`src/rtl/nload_pkg.sv`:
```
package nload_pkg;

    localparam int XLEN = 32;
    localparam int DISPW = 16;

    typedef enum logic [2:0] {
        AM_POSTINC = 3'd0,
        AM_PREDEC  = 3'd1,
        AM_SHORT   = 3'd2,
        AM_LONG    = 3'd3,
        AM_INDEX   = 3'd4,
        AM_COND    = 3'd5,
        AM_RSV6    = 3'd6,
        AM_RSV7    = 3'd7
    } addr_mode_e;

    typedef struct packed {
        logic            valid;
        logic            half;
        logic            signd;
        logic            wb;
        logic [XLEN-1:0] new_ptr;
    } pend_t;

    function automatic logic [XLEN-1:0] size_step(input logic half);
        return half ? XLEN'(2) : XLEN'(1);
    endfunction

endpackage

```
`src/rtl/nload_agen.sv`:
```
module nload_agen
    import nload_pkg::*;
(
    input  logic             issue_valid,
    input  addr_mode_e       mode,
    input  logic             is_half,
    input  logic [XLEN-1:0]  ptr,
    input  logic [XLEN-1:0]  base,
    input  logic [XLEN-1:0]  index,
    input  logic [1:0]       shamt,
    input  logic [DISPW-1:0] disp,
    input  logic             cond_ok,
    output logic             req,
    output logic             autoinc,
    output logic [XLEN-1:0]  addr,
    output logic [XLEN-1:0]  new_ptr
);
    logic [XLEN-1:0] step;
    logic [XLEN-1:0] off_short;
    logic [XLEN-1:0] off_long;
    logic [XLEN-1:0] off_cond;

    always_comb begin
        step      = size_step(is_half);
        off_short = XLEN'(disp[2:0]) << is_half;
        off_long  = {{(XLEN-DISPW){disp[DISPW-1]}}, disp};
        off_cond  = XLEN'(disp[8:0]) << is_half;
        req       = 1'b0;
        autoinc   = 1'b0;
        addr      = ptr;
        new_ptr   = ptr;
        unique case (mode)
            AM_POSTINC: begin
                req     = issue_valid;
                autoinc = 1'b1;
                addr    = ptr;
                new_ptr = ptr + step;
            end
            AM_PREDEC: begin
                req     = issue_valid;
                autoinc = 1'b1;
                addr    = ptr - step;
                new_ptr = ptr - step;
            end
            AM_SHORT: begin
                req  = issue_valid;
                addr = ptr + off_short;
            end
            AM_LONG: begin
                req  = issue_valid;
                addr = ptr + off_long;
            end
            AM_INDEX: begin
                req  = issue_valid;
                addr = base + (index << shamt);
            end
            AM_COND: begin
                req  = issue_valid & cond_ok;
                addr = ptr + off_cond;
            end
            default: begin
                req = 1'b0;
            end
        endcase
    end
endmodule

```
`src/rtl/nload_extend.sv`:
```
module nload_extend
    import nload_pkg::*;
(
    input  logic            half,
    input  logic            signd,
    input  logic [15:0]     raw,
    output logic [XLEN-1:0] value
);
    logic fill;

    always_comb begin
        fill = signd & (half ? raw[15] : raw[7]);
        if (half)
            value = {{(XLEN-16){fill}}, raw};
        else
            value = {{(XLEN-8){fill}}, raw[7:0]};
    end
endmodule

```
`src/rtl/nload_unit.sv`:
```
module nload_unit
    import nload_pkg::*;
(
    input  logic             clk,
    input  logic             rst,
    input  logic             issue_valid,
    input  logic [2:0]       mode,
    input  logic             is_half,
    input  logic             is_signed,
    input  logic [XLEN-1:0]  ptr,
    input  logic [XLEN-1:0]  base,
    input  logic [XLEN-1:0]  index,
    input  logic [1:0]       shamt,
    input  logic [DISPW-1:0] disp,
    input  logic             cond_ok,
    output logic             mem_req,
    output logic [XLEN-1:0]  mem_addr,
    output logic             mem_half,
    input  logic [XLEN-1:0]  mem_rdata,
    output logic             rd_we,
    output logic [XLEN-1:0]  rd_wdata,
    output logic             ptr_we,
    output logic [XLEN-1:0]  ptr_wdata
);
    logic            req;
    logic            autoinc;
    logic [XLEN-1:0] new_ptr;
    logic            unused_rdata_hi;
    pend_t           pend_q;

    assign unused_rdata_hi = ^mem_rdata[XLEN-1:16];

    nload_agen u_agen (
        .issue_valid (issue_valid),
        .mode        (addr_mode_e'(mode)),
        .is_half     (is_half),
        .ptr         (ptr),
        .base        (base),
        .index       (index),
        .shamt       (shamt),
        .disp        (disp),
        .cond_ok     (cond_ok),
        .req         (req),
        .autoinc     (autoinc),
        .addr        (mem_addr),
        .new_ptr     (new_ptr)
    );

    assign mem_req  = req;
    assign mem_half = is_half;

    always_ff @(posedge clk) begin
        if (rst) begin
            pend_q <= '0;
        end else begin
            pend_q.valid   <= req;
            pend_q.half    <= is_half;
            pend_q.signd   <= is_signed;
            pend_q.wb      <= req & autoinc;
            pend_q.new_ptr <= new_ptr;
        end
    end

    nload_extend u_ext (
        .half  (pend_q.half),
        .signd (pend_q.signd),
        .raw   (mem_rdata[15:0]),
        .value (rd_wdata)
    );

    assign rd_we     = pend_q.valid;
    assign ptr_we    = pend_q.wb;
    assign ptr_wdata = pend_q.new_ptr;
endmodule

```
`config.mk`:
```
export PLATFORM = sky130hd
export DESIGN_NAME = nload_unit
export DESIGN_NICKNAME = d
export VERILOG_FILES = /design/src/rtl/nload_pkg.sv /design/src/rtl/nload_agen.sv /design/src/rtl/nload_extend.sv /design/src/rtl/nload_unit.sv
export SDC_FILE = /design/constraint.sdc
export NUM_CORES = 1
export LEC_CHECK = 0
export ABC_AREA = 1
export BUFFER_PORTS_ARGS = -buffer_cell sky130_fd_sc_hd__buf_2
export CAP_MARGIN = 20
export CORE_MARGIN = 2
export CORE_UTILIZATION = 40
export DETAILED_ROUTE_END_ITERATION = 16
export SKIP_LAST_GASP = 1
export SLEW_MARGIN = 10
export SYNTH_ARGS = -nofsm -noshare
export SYNTH_HDL_FRONTEND = slang
export SYNTH_SLANG_ARGS = --single-unit
```
`constraint.sdc`:
```
create_clock -name clk -period 3.3 [get_ports clk]
set_input_delay 0.33 -clock clk [delete_from_list [all_inputs] [get_ports clk]]
set_output_delay 0.33 -clock clk [all_outputs]
set_load 0.05 [all_outputs]
```
---- Word-level counts from Yosys, hierarchy flattened ----
Index checks and enable logic that the tools add are counted.
word-level totals
  register bits ........................... 36
  input bits .............................. 155
cells by class
  $add $sub $neg .......................... 6
  equal/unequal tests ..................... 5
  shift-type cells ........................ 3
  muxes and demuxes ....................... 7
  bitwise operators ....................... 3
  reductions and logical operators ........ 3
operator list
  kind                number
  $add 32x32->32      5
  $pmux 32 s5         1
  $pmux 32 s2         1
  $shl 3x1->32        1
  $shl 32x2->32       1
  $shl 9x1->32        1
  $sub 32x32->32      1
  $mux 16             1
  $eq 3x2->1 const B  2
  $eq 3x3->1 const B  2
  $reduce_or 5->1     1
  $and 1x1->1         3
  $eq 3x1->1 const B  1
  $logic_not 3->1     1
  $mux 1              2
  $mux 2              1
  $pmux 1 s2          1
  $reduce_or 2->1     1

---- Depth between registers and ports, before layout ----
  word-level depth ........................ 4
  mapped depth ............................ 18
  gate-level depth less buffers ........... 18

---- Modules after synthesis ----
A second synthesis with hierarchy kept.
unflattened totals
  cells, all modules ...................... 1,876
  area, all modules ....................... 10,012.1 sq um
by module, submodules not included
  module        times used  cells each  area an instance (sq um)  sequential area each (sq um)
  nload_agen    1           1,685       8,426.8                   0.0
  nload_unit    1           145         1,288.7                   720.7
  nload_extend  1           46          296.5                     0.0

---- Least setup slack after synthesis ----
No wires, ideal clock.
  path kind ............................... in2out
  from .................................... input port mode[2]
  to ...................................... output port mem_addr[17]
  data arrival time ....................... 2,866 ps
  slack ................................... 104 ps
  stages .................................. 13
  path buffers ............................ 0
  path through ............................ inv_1 nand3_1 nor2_1 ha_1 nand2_1 inv_1 nand2_1 nand2_1 a21oi_1 nand2_1 or2_2 nand3_1 nand4_1
on the way
  word-level cells in the longest chain between the ends .. 2
ends and longest elaborated chain
  item                                line              RTL
  from (decl)                         nload_unit.sv:7   input logic [2:0] mode,
  $eq 3x3->1 (tied with other cells)  nload_agen.sv:32  unique case (mode)
  $pmux 32 s5 *                       nload_agen.sv:32
  to (decl)                           nload_unit.sv:17  output logic [XLEN-1:0] mem_addr,
Every way passes the cells marked *; elsewhere a longest branch is shown, timed or not.

---- Worst setup path after layout ----
  from .................................... input port shamt[0]
  to ...................................... output port mem_addr[24]
on the way
  word-level cells in the longest chain between the ends .. 3
ends and longest elaborated chain
  item            line              RTL
  from (decl)     nload_unit.sv:13  input logic [1:0] shamt,
  $shl 32x2->32   nload_agen.sv:55  addr = base + (index << shamt);
  $add 32x32->32  nload_agen.sv:55
  $pmux 32 s5     nload_agen.sv:32
Every way passes these cells.

==> impl_results.md <==
- Core area: 23610 um2
- Post-synth EDFFs: 0
- Post-synth top area share: 25.17%
- Post-Syn Area: 9694 um2
- Synth warnings: 0
- Clock tree buffer depth: 2
- Clock sinks: 36
- Most frequent cells in the layout: nand2_1, inv_1, buf_2
- Max-Slew Margin vs Limit: 38.80%
- Maximum VDD drop: 0.1888 mV
- Post-synthesis sequential area ratio: 7.434%
- Vias in the first global route: 11658
- Dpl cells: 2408
- Min Hold Slack: 253.4 ps
- CP Capture Point: mem_addr[24]
- IO Port Bufs: 224
- Max-slew violations: 0
- Async set-or-reset flop fraction in the synthesized netlist: 0%
- Via-to-Cell Ratio: 5.128
- # DRC: 0
- Number of distinct library cells after synthesis: 51
- CP Launch Type: input pin
- Ys flop type: dfxtp_1
- Area growth, synth to finish: 23.66%
- Initial antenna violation count: 0
- Num CTS Buffers: 5
- Routability cong.: 0.9577
- Clk root buf: clkbuf_16
- DR iter-0 viols: 739
- Yosys top cell by area: nand2_1
- Syn Inst Count: 1867
- Worst Tran Pin Value: 916.9 ps
- Hold Crit Class: input pin to flop
- Full die area: 25500 um2
- GRT Resource Usage Total: 28.91%
- Layout cells sized above 1: 20.22%
- Crit path from: shamt[0]
- Starting Density: 41.06%
- Crit. End Element: output port
- CP required: 2970 ps
- Dpl hpwl: 32490 um
- Filler instances: 2656
- End-of-flow core utilization: 50.77%
- Number of synthesized register bits: 36
- Pwr dens: 265.1 nW/um2
- Die span in y: 159.7 um
- Non-Filler Instances: 2426
- Drt pass-1 iters: 6
- NumNets Final: 2333
- Most common cell after layout, fill and taps aside: nand2_1
- Crit Path Class: input pin to output port
- Setup violators final: 0
- # Max-Cap Violations: 0
- Grt total ovfl: 0
- Leakage dissipation: 0.006924 uW
- Max Fclk: 311.5 MHz
- Post-route cell area: 11990 um2
- Hold Vio Cnt, Final: 0
- N_diodes: 0
- Detailed-route via count: 12441
- H-tree levels: 2
- Wirelength per Cell: 15.95 um
- WP data arrival: 2880 ps
- Rows: 56
- RSZ-0062 raised after global routing: yes
- Largest net degree at the start of global routing: 31
- Setup TNS: 0 ps
- First-pass GRT wire length: 58970 um
- Hold Buf Count CTS: 0
- Outcome: complete, no violations
- Die X-Extent: 159.7 um
- Routed Antenna Nets: 0
- TritonCTS clock tree: yes
- Number of I/O pins: 255
- Clk slew on worst S/H paths: 60 ps
- Crit-path max FO: 20
- Final wirelength: 38710 um
- Net count after synthesis: 2094
- Fin crit period: 3210 ps
- Top post-synthesis cells by area: nand2_1, inv_1, ha_1
- Mean Syn Cell Area: 5.192 um2
- Final period util: 97.27%
- Post-place instance area: 11470 um2
- Area of the multi-input gates: 7582 um2
- Register area: 720.7 um2
## layer usage
metal  routed length [um]  GRT usage, %
met5                    0             0
met4                 1619         12.40
met1                16490         36.27
met2                18270         51.08
met3                 2323         1.844
## synthesized netlist by cell type (4+ instances only)
cell       number
nand3_1       170
a21boi_0        9
clkbuf_1       22
ha_1           68
o21bai_1        5
nand2_1       650
nor3_2          4
mux2i_1        46
fa_1            4
xor2_1          6
nor2_2         15
or2_2           8
nand4_1        41
a21o_1          4
buf_4          25
dfxtp_1        36
a21oi_1        80
inv_2           8
nor3_1         29
nor2_1        154
a31oi_1         8
inv_1         306
nand3b_1       12
buf_2          25
o21ai_0        65
o211ai_1        5
o2111ai_1       4
nand2_2         6
o21ai_1        17
nor2_4          5
## worst min path at each step
stage,startpoint,end,depth (start not counted)
detailed placement,is_signed,pend_q[33],3
global placement,is_signed,pend_q[33],3
floorplan,is_signed,pend_q[33],2
CTS,is_signed,pend_q[33],3
global route,is_signed,pend_q[33],3
finish,is_signed,pend_q[33],3
## what timing repair did
item                                    4_1_cts  5_1_grt
gates resized for setup                       0      102
endpoints found under the setup margin        0       25
buffers inserted                              0        8
## layout make-up
type,count,share of cell area (%)
Multi-Input combinational cell,1441,63.25
Timing Repair Buffer,307,16.14
Inverter,315,9.874
Sequential cell,36,6.012
Tap cell,319,3.330
Clock buffer,5,1.044
Clock inverter,3,0.3549
## report_power, final
part	total [uW]	switching, uW	leakage, uW	internal [uW]
combinational	2140	1430	0.00655	707
sequential	477	12.5	0.000299	464
clock	564	208	0.0000798	355
## stage by stage
stage	power, uW	setup WS, ps
floorplan	1870	104.5
global placement	2506	29.44
detailed placement	2514	18.90
CTS	3083	14.28
global route	3393	-43.33
finish	3178	90.09
## cells by family (layout without fill, tap and decap cells)
| family | count (synthesis) | count (layout) | synth area share (%) |
|---|---|---|---|
| muxes | 47 | 47 | 4.866 |
| and+or+nand+nor | 1108 | 1108 | 49.07 |
| buffers and inverters | 390 | 630 | 16.57 |
| AOI/OAI and AO/OA | 207 | 207 | 11.82 |
| DFF | 36 | 36 | 7.434 |
| xor gates and xnor gates | 7 | 7 | 0.6324 |
| adders and majority gates | 72 | 72 | 9.603 |
## worst max-delay path: stages
cell and delay (ps):
buf_2 130, buf_12 190, mux2i_1 210, inv_1 70, nand2_1 50, o21ai_0 80
ha_1 360, buf_4 130, nand2_1 90, nor2_2 190, nand2_1 100, nor2_1 90
nand2_1 110, nand3_1 100, nand2_1 50, nand3_1 120, nand4_1 240, buf_12 230
## registers in the layout (all words and copies together), names as in the netlist
signal     cells
ptr_we         1
rd_we          1
ptr_wdata     32
pend_q         2
Note: power is estimated with default switching activity, not from simulation.
